**config.mk**
```make
export PLATFORM = sky130hd
export DESIGN_NAME = eprom_pv_seq
export DESIGN_NICKNAME = d
export VERILOG_FILES = /design/src/rtl/eprom_pv_pkg.sv /design/src/rtl/eprom_pv_timer.sv /design/src/rtl/eprom_pv_tracker.sv /design/src/rtl/eprom_pv_seq.sv
export SDC_FILE = /design/constraint.sdc
export NUM_CORES = 1
export LEC_CHECK = 0
export CORE_ASPECT_RATIO = 0.6
export CORE_MARGIN = 4
export CORE_UTILIZATION = 38
export DETAILED_ROUTE_END_ITERATION = 6
export GPL_TIMING_DRIVEN = 1
export HOLD_SLACK_MARGIN = 0.05
export PLACE_DENSITY = 0.71
export SLEW_MARGIN = 40
export SYNTH_ARGS = -nofsm -noshare
export SYNTH_HDL_FRONTEND = slang
export SYNTH_HIERARCHICAL = 1
export SYNTH_SLANG_ARGS = --single-unit
```
**constraint.sdc**
```tcl
create_clock -name clk -period 3.4 [get_ports clk]
set_input_delay 0.68 -clock clk [delete_from_list [all_inputs] [get_ports clk]]
set_output_delay 0.68 -clock clk [all_outputs]
set_load 0.05 [all_outputs]
```
**src/rtl/eprom_pv_pkg.sv**
```systemverilog
package eprom_pv_pkg;

  typedef enum logic [3:0] {
    ST_IDLE,
    ST_SETTLE,
    ST_FETCH,
    ST_SETUP,
    ST_PULSE,
    ST_HOLD,
    ST_OEGAP,
    ST_VERIFY,
    ST_CSETTLE,
    ST_CFETCH,
    ST_CREAD
  } pv_state_e;

  typedef enum logic [1:0] {
    SUP_READ   = 2'd0,
    SUP_PROG   = 2'd1,
    SUP_CHK_HI = 2'd2,
    SUP_CHK_LO = 2'd3
  } pv_supply_e;

endpackage

```
**src/rtl/eprom_pv_timer.sv**
```systemverilog
module eprom_pv_timer #(
  parameter int unsigned CNT_W = 8
) (
  input  logic             clk,
  input  logic             rst_n,
  input  logic             load_i,
  input  logic [CNT_W-1:0] load_val_i,
  output logic             done_o
);

  logic [CNT_W-1:0] cnt_q;
  logic [CNT_W-1:0] cnt_d;
  logic             cnt_en;

  always_comb begin
    cnt_en = load_i || (cnt_q != '0);
    if (load_i) cnt_d = load_val_i;
    else        cnt_d = cnt_q - 1'b1;
  end

  always_ff @(posedge clk or negedge rst_n) begin
    if (!rst_n)      cnt_q <= '0;
    else if (cnt_en) cnt_q <= cnt_d;
  end

  assign done_o = (cnt_q == '0);

  // a loaded interval starts from exactly the loaded value
  assert_timer_load_R4: assert property (@(posedge clk) disable iff (!rst_n)
    load_i |=> (cnt_q == $past(load_val_i)));

endmodule

```
**src/rtl/eprom_pv_tracker.sv**
```systemverilog
module eprom_pv_tracker #(
  parameter int unsigned ADDR_W = 16,
  parameter int unsigned PCNT_W = 5
) (
  input  logic              clk,
  input  logic              rst_n,
  input  logic              load_i,
  input  logic [ADDR_W-1:0] first_i,
  input  logic [ADDR_W-1:0] last_i,
  input  logic              step_i,
  input  logic              rewind_i,
  input  logic              bump_i,
  output logic [ADDR_W-1:0] addr_o,
  output logic [PCNT_W-1:0] pcnt_o,
  output logic              at_last_o
);

  logic [ADDR_W-1:0] first_q, last_q, addr_q, addr_d;
  logic [PCNT_W-1:0] pcnt_q, pcnt_d;
  logic              addr_en, pcnt_en;

  always_comb begin
    addr_en = load_i || rewind_i || step_i;
    if (load_i)        addr_d = first_i;
    else if (rewind_i) addr_d = first_q;
    else               addr_d = addr_q + 1'b1;
  end

  always_comb begin
    pcnt_en = load_i || rewind_i || step_i || bump_i;
    if (bump_i && !(load_i || rewind_i || step_i)) pcnt_d = pcnt_q + 1'b1;
    else                                            pcnt_d = '0;
  end

  always_ff @(posedge clk or negedge rst_n) begin
    if (!rst_n) begin
      first_q <= '0;
      last_q  <= '0;
    end else if (load_i) begin
      first_q <= first_i;
      last_q  <= last_i;
    end
  end

  always_ff @(posedge clk or negedge rst_n) begin
    if (!rst_n)       addr_q <= '0;
    else if (addr_en) addr_q <= addr_d;
  end

  always_ff @(posedge clk or negedge rst_n) begin
    if (!rst_n)       pcnt_q <= '0;
    else if (pcnt_en) pcnt_q <= pcnt_d;
  end

  assign addr_o    = addr_q;
  assign pcnt_o    = pcnt_q;
  assign at_last_o = (addr_q == last_q);

  // a passing word moves to the next address with a fresh strobe count
  assert_step_advance_R6: assert property (@(posedge clk) disable iff (!rst_n)
    (step_i && !load_i && !rewind_i) |=> (addr_q == $past(addr_q) + 1'b1) && (pcnt_q == '0));

  // a mismatch adds exactly one to the strobe count
  assert_bump_one_R6: assert property (@(posedge clk) disable iff (!rst_n)
    (bump_i && !step_i && !load_i && !rewind_i) |=> (pcnt_q == $past(pcnt_q) + 1'b1));

endmodule

```
**src/rtl/eprom_pv_seq.sv**
```systemverilog
module eprom_pv_seq
  import eprom_pv_pkg::*;
#(
  parameter int unsigned ADDR_W      = 16,
  parameter int unsigned DATA_W      = 16,
  parameter int unsigned CLK_HZ      = 50_000_000,
  parameter int unsigned PULSE_US    = 100,
  parameter int unsigned SETUP_US    = 2,
  parameter int unsigned HOLD_US     = 2,
  parameter int unsigned OE_SETUP_US = 2,
  parameter int unsigned READ_CYC    = 8,
  parameter int unsigned RETRY_MAX   = 25
) (
  input  logic                           clk,
  input  logic                           rst_n,
  input  logic                           start_i,
  input  logic [ADDR_W-1:0]              first_addr_i,
  input  logic [ADDR_W-1:0]              last_addr_i,
  input  logic                           src_valid_i,
  input  logic [DATA_W-1:0]              src_data_i,
  output logic                           src_ready_o,
  output logic [ADDR_W-1:0]              mem_addr_o,
  output logic [DATA_W-1:0]              mem_wdata_o,
  output logic                           mem_wdata_oe_o,
  input  logic [DATA_W-1:0]              mem_rdata_i,
  output logic                           mem_ce_n_o,
  output logic                           mem_oe_n_o,
  output logic                           mem_pgm_n_o,
  output logic [1:0]                     supply_sel_o,
  output logic                           busy_o,
  output logic                           pass_o,
  output logic                           fail_o,
  output logic [ADDR_W-1:0]              fail_addr_o,
  output logic [$clog2(RETRY_MAX+1)-1:0] fail_pulses_o
);

  localparam int unsigned CYC_PER_US = CLK_HZ / 1_000_000;
  localparam int unsigned PULSE_CYC  = PULSE_US * CYC_PER_US;
  localparam int unsigned SETUP_CYC  = SETUP_US * CYC_PER_US;
  localparam int unsigned HOLD_CYC   = HOLD_US * CYC_PER_US;
  localparam int unsigned OE_CYC     = OE_SETUP_US * CYC_PER_US;
  localparam int unsigned PCNT_W     = $clog2(RETRY_MAX + 1);
  localparam int unsigned MAX_A      = (PULSE_CYC > SETUP_CYC) ? PULSE_CYC : SETUP_CYC;
  localparam int unsigned MAX_B      = (HOLD_CYC > OE_CYC) ? HOLD_CYC : OE_CYC;
  localparam int unsigned MAX_C      = (MAX_A > MAX_B) ? MAX_A : MAX_B;
  localparam int unsigned MAX_CYC    = (MAX_C > READ_CYC) ? MAX_C : READ_CYC;
  localparam int unsigned TMR_W      = $clog2(MAX_CYC) + 1;

  localparam logic [TMR_W-1:0] T_PULSE = TMR_W'(PULSE_CYC - 1);
  localparam logic [TMR_W-1:0] T_SETUP = TMR_W'(SETUP_CYC - 1);
  localparam logic [TMR_W-1:0] T_HOLD  = TMR_W'(HOLD_CYC - 1);
  localparam logic [TMR_W-1:0] T_OE    = TMR_W'(OE_CYC - 1);
  localparam logic [TMR_W-1:0] T_READ  = TMR_W'(READ_CYC - 1);
  localparam logic [PCNT_W-1:0] P_LAST = PCNT_W'(RETRY_MAX - 1);
  localparam logic [PCNT_W-1:0] P_CAP  = PCNT_W'(RETRY_MAX);

  // Elaboration-time guards on the timing parameters
  if (PULSE_US < 95 || PULSE_US > 105) begin : g_bad_pulse
    $error("strobe width must lie within 95..105 us");
  end
  if (CLK_HZ % 1_000_000 != 0 || CLK_HZ == 0) begin : g_bad_clk
    $error("clock frequency must be a whole number of MHz");
  end
  if (SETUP_US == 0 || HOLD_US == 0 || OE_SETUP_US == 0 || READ_CYC == 0 || RETRY_MAX == 0) begin : g_bad_gap
    $error("every interval must be at least one unit");
  end

  // Reset: asserted asynchronously, released on the clock
  logic rst_meta_q, rst_sync_n;
  always_ff @(posedge clk or negedge rst_n) begin
    if (!rst_n) begin
      rst_meta_q <= 1'b0;
      rst_sync_n <= 1'b0;
    end else begin
      rst_meta_q <= 1'b1;
      rst_sync_n <= rst_meta_q;
    end
  end

  pv_state_e         state_q, state_d;
  pv_supply_e        sup_q, sup_d;
  logic              chk_lo_q, chk_lo_d;
  logic [DATA_W-1:0] wdat_q;
  logic              wdat_en;

  logic              tmr_load, tmr_done;
  logic [TMR_W-1:0]  tmr_val;
  logic              trk_load, trk_step, trk_rewind, trk_bump, trk_last;
  logic [ADDR_W-1:0] trk_addr;
  logic [PCNT_W-1:0] trk_pcnt;

  logic              res_clr, res_pass, res_fail;
  logic [PCNT_W-1:0] res_pcnt;
  logic              pass_q, fail_q;
  logic [ADDR_W-1:0] fail_addr_q;
  logic [PCNT_W-1:0] fail_pcnt_q;
  logic              match;

  eprom_pv_timer #(.CNT_W(TMR_W)) u_timer (
    .clk       (clk),
    .rst_n     (rst_sync_n),
    .load_i    (tmr_load),
    .load_val_i(tmr_val),
    .done_o    (tmr_done)
  );

  eprom_pv_tracker #(.ADDR_W(ADDR_W), .PCNT_W(PCNT_W)) u_tracker (
    .clk      (clk),
    .rst_n    (rst_sync_n),
    .load_i   (trk_load),
    .first_i  (first_addr_i),
    .last_i   (last_addr_i),
    .step_i   (trk_step),
    .rewind_i (trk_rewind),
    .bump_i   (trk_bump),
    .addr_o   (trk_addr),
    .pcnt_o   (trk_pcnt),
    .at_last_o(trk_last)
  );

  assign match = (mem_rdata_i == wdat_q);

  // Next-state logic
  always_comb begin
    state_d    = state_q;
    sup_d      = sup_q;
    chk_lo_d   = chk_lo_q;
    wdat_en    = 1'b0;
    tmr_load   = 1'b0;
    tmr_val    = T_SETUP;
    trk_load   = 1'b0;
    trk_step   = 1'b0;
    trk_rewind = 1'b0;
    trk_bump   = 1'b0;
    res_clr    = 1'b0;
    res_pass   = 1'b0;
    res_fail   = 1'b0;
    res_pcnt   = '0;
    unique case (state_q)
      ST_IDLE: begin
        if (start_i) begin
          trk_load = 1'b1;
          res_clr  = 1'b1;
          sup_d    = SUP_PROG;
          chk_lo_d = 1'b0;
          tmr_load = 1'b1;
          tmr_val  = T_SETUP;
          state_d  = ST_SETTLE;
        end
      end
      ST_SETTLE: if (tmr_done) state_d = ST_FETCH;
      ST_FETCH: begin
        if (src_valid_i) begin
          wdat_en  = 1'b1;
          tmr_load = 1'b1;
          tmr_val  = T_SETUP;
          state_d  = ST_SETUP;
        end
      end
      ST_SETUP: begin
        if (tmr_done) begin
          tmr_load = 1'b1;
          tmr_val  = T_PULSE;
          state_d  = ST_PULSE;
        end
      end
      ST_PULSE: begin
        if (tmr_done) begin
          tmr_load = 1'b1;
          tmr_val  = T_HOLD;
          state_d  = ST_HOLD;
        end
      end
      ST_HOLD: begin
        if (tmr_done) begin
          tmr_load = 1'b1;
          tmr_val  = T_OE;
          state_d  = ST_OEGAP;
        end
      end
      ST_OEGAP: begin
        if (tmr_done) begin
          tmr_load = 1'b1;
          tmr_val  = T_READ;
          state_d  = ST_VERIFY;
        end
      end
      ST_VERIFY: begin
        if (tmr_done) begin
          if (match) begin
            if (trk_last) begin
              trk_rewind = 1'b1;
              sup_d      = SUP_CHK_HI;
              tmr_load   = 1'b1;
              tmr_val    = T_SETUP;
              state_d    = ST_CSETTLE;
            end else begin
              trk_step = 1'b1;
              state_d  = ST_FETCH;
            end
          end else if (trk_pcnt == P_LAST) begin
            res_fail = 1'b1;
            res_pcnt = P_CAP;
            sup_d    = SUP_READ;
            state_d  = ST_IDLE;
          end else begin
            trk_bump = 1'b1;
            tmr_load = 1'b1;
            tmr_val  = T_SETUP;
            state_d  = ST_SETUP;
          end
        end
      end
      ST_CSETTLE: if (tmr_done) state_d = ST_CFETCH;
      ST_CFETCH: begin
        if (src_valid_i) begin
          wdat_en  = 1'b1;
          tmr_load = 1'b1;
          tmr_val  = T_READ;
          state_d  = ST_CREAD;
        end
      end
      ST_CREAD: begin
        if (tmr_done) begin
          if (!match) begin
            res_fail = 1'b1;
            sup_d    = SUP_READ;
            state_d  = ST_IDLE;
          end else if (!trk_last) begin
            trk_step = 1'b1;
            state_d  = ST_CFETCH;
          end else if (!chk_lo_q) begin
            chk_lo_d   = 1'b1;
            trk_rewind = 1'b1;
            sup_d      = SUP_CHK_LO;
            tmr_load   = 1'b1;
            tmr_val    = T_SETUP;
            state_d    = ST_CSETTLE;
          end else begin
            res_pass = 1'b1;
            sup_d    = SUP_READ;
            state_d  = ST_IDLE;
          end
        end
      end
      default: begin
        sup_d   = SUP_READ;
        state_d = ST_IDLE;
      end
    endcase
  end

  // Registers
  always_ff @(posedge clk or negedge rst_sync_n) begin
    if (!rst_sync_n) begin
      state_q  <= ST_IDLE;
      sup_q    <= SUP_READ;
      chk_lo_q <= 1'b0;
    end else begin
      state_q  <= state_d;
      sup_q    <= sup_d;
      chk_lo_q <= chk_lo_d;
    end
  end

  always_ff @(posedge clk or negedge rst_sync_n) begin
    if (!rst_sync_n)  wdat_q <= '0;
    else if (wdat_en) wdat_q <= src_data_i;
  end

  always_ff @(posedge clk or negedge rst_sync_n) begin
    if (!rst_sync_n) begin
      pass_q      <= 1'b0;
      fail_q      <= 1'b0;
      fail_addr_q <= '0;
      fail_pcnt_q <= '0;
    end else if (res_clr) begin
      pass_q      <= 1'b0;
      fail_q      <= 1'b0;
      fail_addr_q <= '0;
      fail_pcnt_q <= '0;
    end else if (res_pass) begin
      pass_q <= 1'b1;
    end else if (res_fail) begin
      fail_q      <= 1'b1;
      fail_addr_q <= trk_addr;
      fail_pcnt_q <= res_pcnt;
    end
  end

  // Pin decode
  always_comb begin
    mem_ce_n_o     = 1'b1;
    mem_oe_n_o     = 1'b1;
    mem_pgm_n_o    = 1'b1;
    mem_wdata_oe_o = 1'b0;
    src_ready_o    = 1'b0;
    unique case (state_q)
      ST_SETUP, ST_HOLD: begin
        mem_ce_n_o     = 1'b0;
        mem_wdata_oe_o = 1'b1;
      end
      ST_PULSE: begin
        mem_ce_n_o     = 1'b0;
        mem_wdata_oe_o = 1'b1;
        mem_pgm_n_o    = 1'b0;
      end
      ST_OEGAP, ST_CFETCH: mem_ce_n_o = 1'b0;
      ST_VERIFY, ST_CREAD: begin
        mem_ce_n_o = 1'b0;
        mem_oe_n_o = 1'b0;
      end
      default: ;
    endcase
    if (state_q == ST_FETCH || state_q == ST_CFETCH) src_ready_o = 1'b1;
  end

  assign mem_addr_o    = trk_addr;
  assign mem_wdata_o   = wdat_q;
  assign supply_sel_o  = sup_q;
  assign busy_o        = (state_q != ST_IDLE);
  assign pass_o        = pass_q;
  assign fail_o        = fail_q;
  assign fail_addr_o   = fail_addr_q;
  assign fail_pulses_o = fail_pcnt_q;

  // strobe only with chip enabled at the programming supply
  assert_strobe_gated_R2: assert property (@(posedge clk) disable iff (!rst_sync_n)
    !mem_pgm_n_o |-> (!mem_ce_n_o && supply_sel_o == SUP_PROG));

  // data bus driven, output disabled, pins steady during the strobe
  assert_strobe_bus_R3: assert property (@(posedge clk) disable iff (!rst_sync_n)
    !mem_pgm_n_o |-> (mem_wdata_oe_o && mem_oe_n_o));
  assert_strobe_steady_R3: assert property (@(posedge clk) disable iff (!rst_sync_n)
    (!mem_pgm_n_o && $past(!mem_pgm_n_o)) |-> ($stable(mem_addr_o) && $stable(mem_wdata_o) && $stable(supply_sel_o)));

  // never drive the bus while the memory drives it
  assert_no_contention_R5: assert property (@(posedge clk) disable iff (!rst_sync_n)
    !(mem_wdata_oe_o && !mem_oe_n_o));

  // the strobe count never passes the cap
  assert_retry_cap_R7: assert property (@(posedge clk) disable iff (!rst_sync_n)
    trk_pcnt < P_CAP);

  // no strobe at either check level
  assert_check_no_strobe_R8: assert property (@(posedge clk) disable iff (!rst_sync_n)
    (supply_sel_o == SUP_CHK_HI || supply_sel_o == SUP_CHK_LO) |-> mem_pgm_n_o);

  // results are exclusive
  assert_result_excl_R9: assert property (@(posedge clk) disable iff (!rst_sync_n)
    !(pass_o && fail_o));

  // idle means deselected at the read supply, results held
  assert_idle_quiet_R11: assert property (@(posedge clk) disable iff (!rst_sync_n)
    !busy_o |-> (mem_ce_n_o && supply_sel_o == SUP_READ && !src_ready_o));
  assert_result_hold_R11: assert property (@(posedge clk) disable iff (!rst_sync_n)
    ($past(!busy_o) && !busy_o) |-> ($stable(pass_o) && $stable(fail_o) && $stable(fail_addr_o)));

endmodule

```
==> reports/metrics.yaml <==
run_status:
  status: "finished, violations left"
  failed_checks: "DRC"
global_routing:
  grtUsageMet1: 0.298
  grt_max_degree: 61
  top_usage_layer: "met1"
  grt_pass1_wl_mm: 27.6
  grt.met3_usage: 0.0424
  grt_util_met2: 0.267
  overflow: 0
  grt_pass1_vias: 5048
  grt_usage: 0.192
  antenna_found_initial: 0
power_and_ir_drop:
  p_leak_nw: 3.21
  p_switching_w: 0.00291
  sequentialPowerShare: 0.347
  power_frac_comb: 0.487
  clkPwrFrac: 0.165
  p_int_w: 0.00375
  max-vdd-ir-drop_uv: 441
  p_total_w: 0.00666
  sw_frac_of_total: 0.437
  powerDensity_mw_per_mm2: 837
setup_path:
  crit_type: "register to primary output"
  cp.required_ps: 2720
  reg2reg_from: "u_tracker/addr_o[7]$_DFFE_PN0P_"
  reg2reg_to: "u_tracker/addr_o[1]$_DFFE_PN0P_"
  r2r_setup_slack_ps: 330
  endpoint_kind: "primary output"
  cp-start-kind: "register"
  reg2reg_depth: 12
  cp.arrival_ps: 2580
  path_max_fanout: 13
yosys:
  syn_area_mm2: 0.00601
  yosysMostFrequentCell: "dfrtp_1"
  yosysSeqAreaShare: 0.462
  synthTopCellsByArea: "dfrtp_1, mux2_2, xnor2_1"
  yosys_warnings: 6
  ys_async_sr_fraction: 1.00
  synth_top_area_share: 0.462
  synth_edf_count: 0
  yosys-top-cells-count: "dfrtp_1, mux2_2, inv_1"
  syn_inst: 584
  synth_flop_cell: "dfrtp_1"
  syn_area_per_cell_um2: 10.3
  yosys.area.top_type: "dfrtp_1"
  postSynthRegisterBits: 111
  ys_types: 68
final_layout:
  area_growth_syn_to_layout_pct: 32.3
  fin_nets: 795
  drive_above_1_share: 0.160
  n_fill_cell: 1351
  antenna_cells: 0
  fin_cells: 932
timing:
  hold_violations: 0
  setup_slack_ps: 141
  setup_viol: 0
  skew_ps: 6.53
  slew_headroom: 0.448
  fin_crit_ps: 3260
  fmax_ghz: 0.307
  rsz0062_at_grt: "no"
  finalCritPeriodShare: 0.958
  maxSlewViolCount: 0
  worst_pin_slew_ps: 820
routing:
  post_drt_wl_per_cell_um: 18.3
  ant_nets: 0
  drt_iter0_drc: 598
  drtPass1Iterations: 7
  drt_wl_total_mm: 17.0
  drc: 9
  viasPerCell: 5.45
  num_vias: 5077
floorplanning:
  die_area_mm2: 0.0180
  fp.dieW_um: 170
  io_pins: 131
  initial_core_util: 0.390
  placementRows: 35
  dieHeight_um: 105
  coreArea_mm2: 0.0154
clock_network:
  tritoncts: "built"
  cts.sink_count: 111
  htreeDepth: 3
  cts_buffers: 9
  path_clk_slew_ps: 70
  root_buffer: "clkbuf_16"
  worstSkewPairLatency_ps: 350
  clockBufferDepth: 2
hold_path:
  holdCritPathClass: "register to async pin"
placement:
  portBuffers: 128
  dpl.hpwl_mm: 12.8
  place_congestion: 0.918
  dp.cells: 915
  dp_slack_ps: 52.7
run:
  cap_violations: 0
critical path, stage by stage, from the launching register on:
cell	delay (ps)
dfrtp_1	610
nand2b_1	290
nor2_1	140
a21oi_1	310
clkdlybuf4s50_1	870
what timing repair did:
item                       4_1_cts  5_1_grt
hold buffers                     0        0
setup endpoints to repair        0        1
resized for setup                0        1
setup buffers                    0        0
per-layer routing:
layer	vias to the layer above	wire length (um)
met3	17	1340
met1	2481	8180
met5	-	0
met4	0	208
met2	223	7320
li1	2356	-
how the worst max path moves through the flow:
stage                                      from                               end  slack (ps)  depth (start not counted)
6_report                 state_q[3]$_DFFE_PN0P_                        mem_oe_n_o         140                          4
5_1_grt                  state_q[0]$_DFFE_PN0P_                        mem_ce_n_o          60                          5
4_1_cts                  state_q[1]$_DFFE_PN0P_                       src_ready_o         120                          4
3_5_place_dp                     mem_rdata_i[8]  u_tracker/addr_o[12]$_DFFE_PN0P_          50                         11
3_3_place_gp                     mem_rdata_i[8]   u_tracker/addr_o[8]$_DFFE_PN0P_         140                         11
2_1_floorplan  u_tracker/addr_o[11]$_DFFE_PN0P_  u_tracker/addr_o[14]$_DFFE_PN0P_         -20                         12
cells in the final DEF (no fill, tap or decap), types with 3 or more instances in the layout:
master and instances:
o21ai_1 3, o211ai_1 3, clkbuf_16 9, a31oi_1 3
nand3_1 28, nor3b_1 5, conb_1 10, nand4_1 12
mux2_2 42, nand2_1 33, nor4_2 4, nor3_1 13
a21oi_1 24, a22oi_1 7, xnor2_1 31, buf_4 30
dfrtp_1 110, ha_1 3, nor3_2 3, and4_1 3
a221o_1 3, o21ai_0 32, a2bb2oi_1 5, nand2b_1 5
xor2_1 21, nor4_4 5, nor2b_1 7, a22o_1 8
nor4_1 11, o31ai_1 10, inv_1 35, nor2_1 28
clkdlybuf4s50_1 127, inv_6 4, mux2i_1 6
cells by family after synthesis:
logic type / synth area share
AO/OA/AOI/OAI: 0.127
flip-flops: 0.462
buffers and inverters: 0.0564
multiplexers: 0.0912
XOR/XNOR: 0.0758
adder cells (fa/ha/maj): 0.00625
AND/OR/NAND/NOR: 0.180
other: 0.00125
power by group through the flow:
stage,clock network (W),registers (W),logic (W)
5_1_grt,0.00120,0.00239,0.00346
3_5_place_dp,0,0.00234,0.00321
4_1_cts,0.00114,0.00232,0.00323
2_1_floorplan,0,0.00283,0.00166
6_report,0.00110,0.00231,0.00324
3_3_place_gp,0,0.00230,0.00315
layout make-up:
type | instances | area [um2] | share of cell area
Multi-Input combinational cell | 406 | 2930 | 0.368
Sequential cell | 111 | 2780 | 0.350
Timing Repair Buffer | 160 | 1550 | 0.195
Tap cell | 203 | 254 | 0.0319
Clock buffer | 10 | 229 | 0.0288
Inverter | 36 | 135 | 0.0170
Clock inverter | 6 | 73.8 | 0.00928
registers in the layout, indices dropped and copies added, names as in the netlist:
register           cells
fail_addr_o           16
mem_wdata_o           16
u_tracker/addr_o      16
u_tracker/first_q     16
u_tracker/last_q      16
u_timer/cnt_q         14
u_tracker/pcnt_o       5
state_q                4
supply_sel_o           2
chk_lo_q               1
fail_o                 1
fail_pulses_o          1
pass_o                 1
rst_meta_q             1
rst_sync_n             1
stage by stage:
stage | hold slack [ps] | cell area (um2) | util | setup TNS [ps]
CTS | 368 | 7930 | 0.514 | 0
finish | 205 | 7950 | 0.516 | 0
global route | 231 | 7950 | 0.516 | 0
global placement | 339 | 7630 | 0.495 | 0
floorplan | 331 | 6040 | - | -20.6
detailed placement | 340 | 7630 | 0.495 | 0
Power figures use the tool's default switching activity.
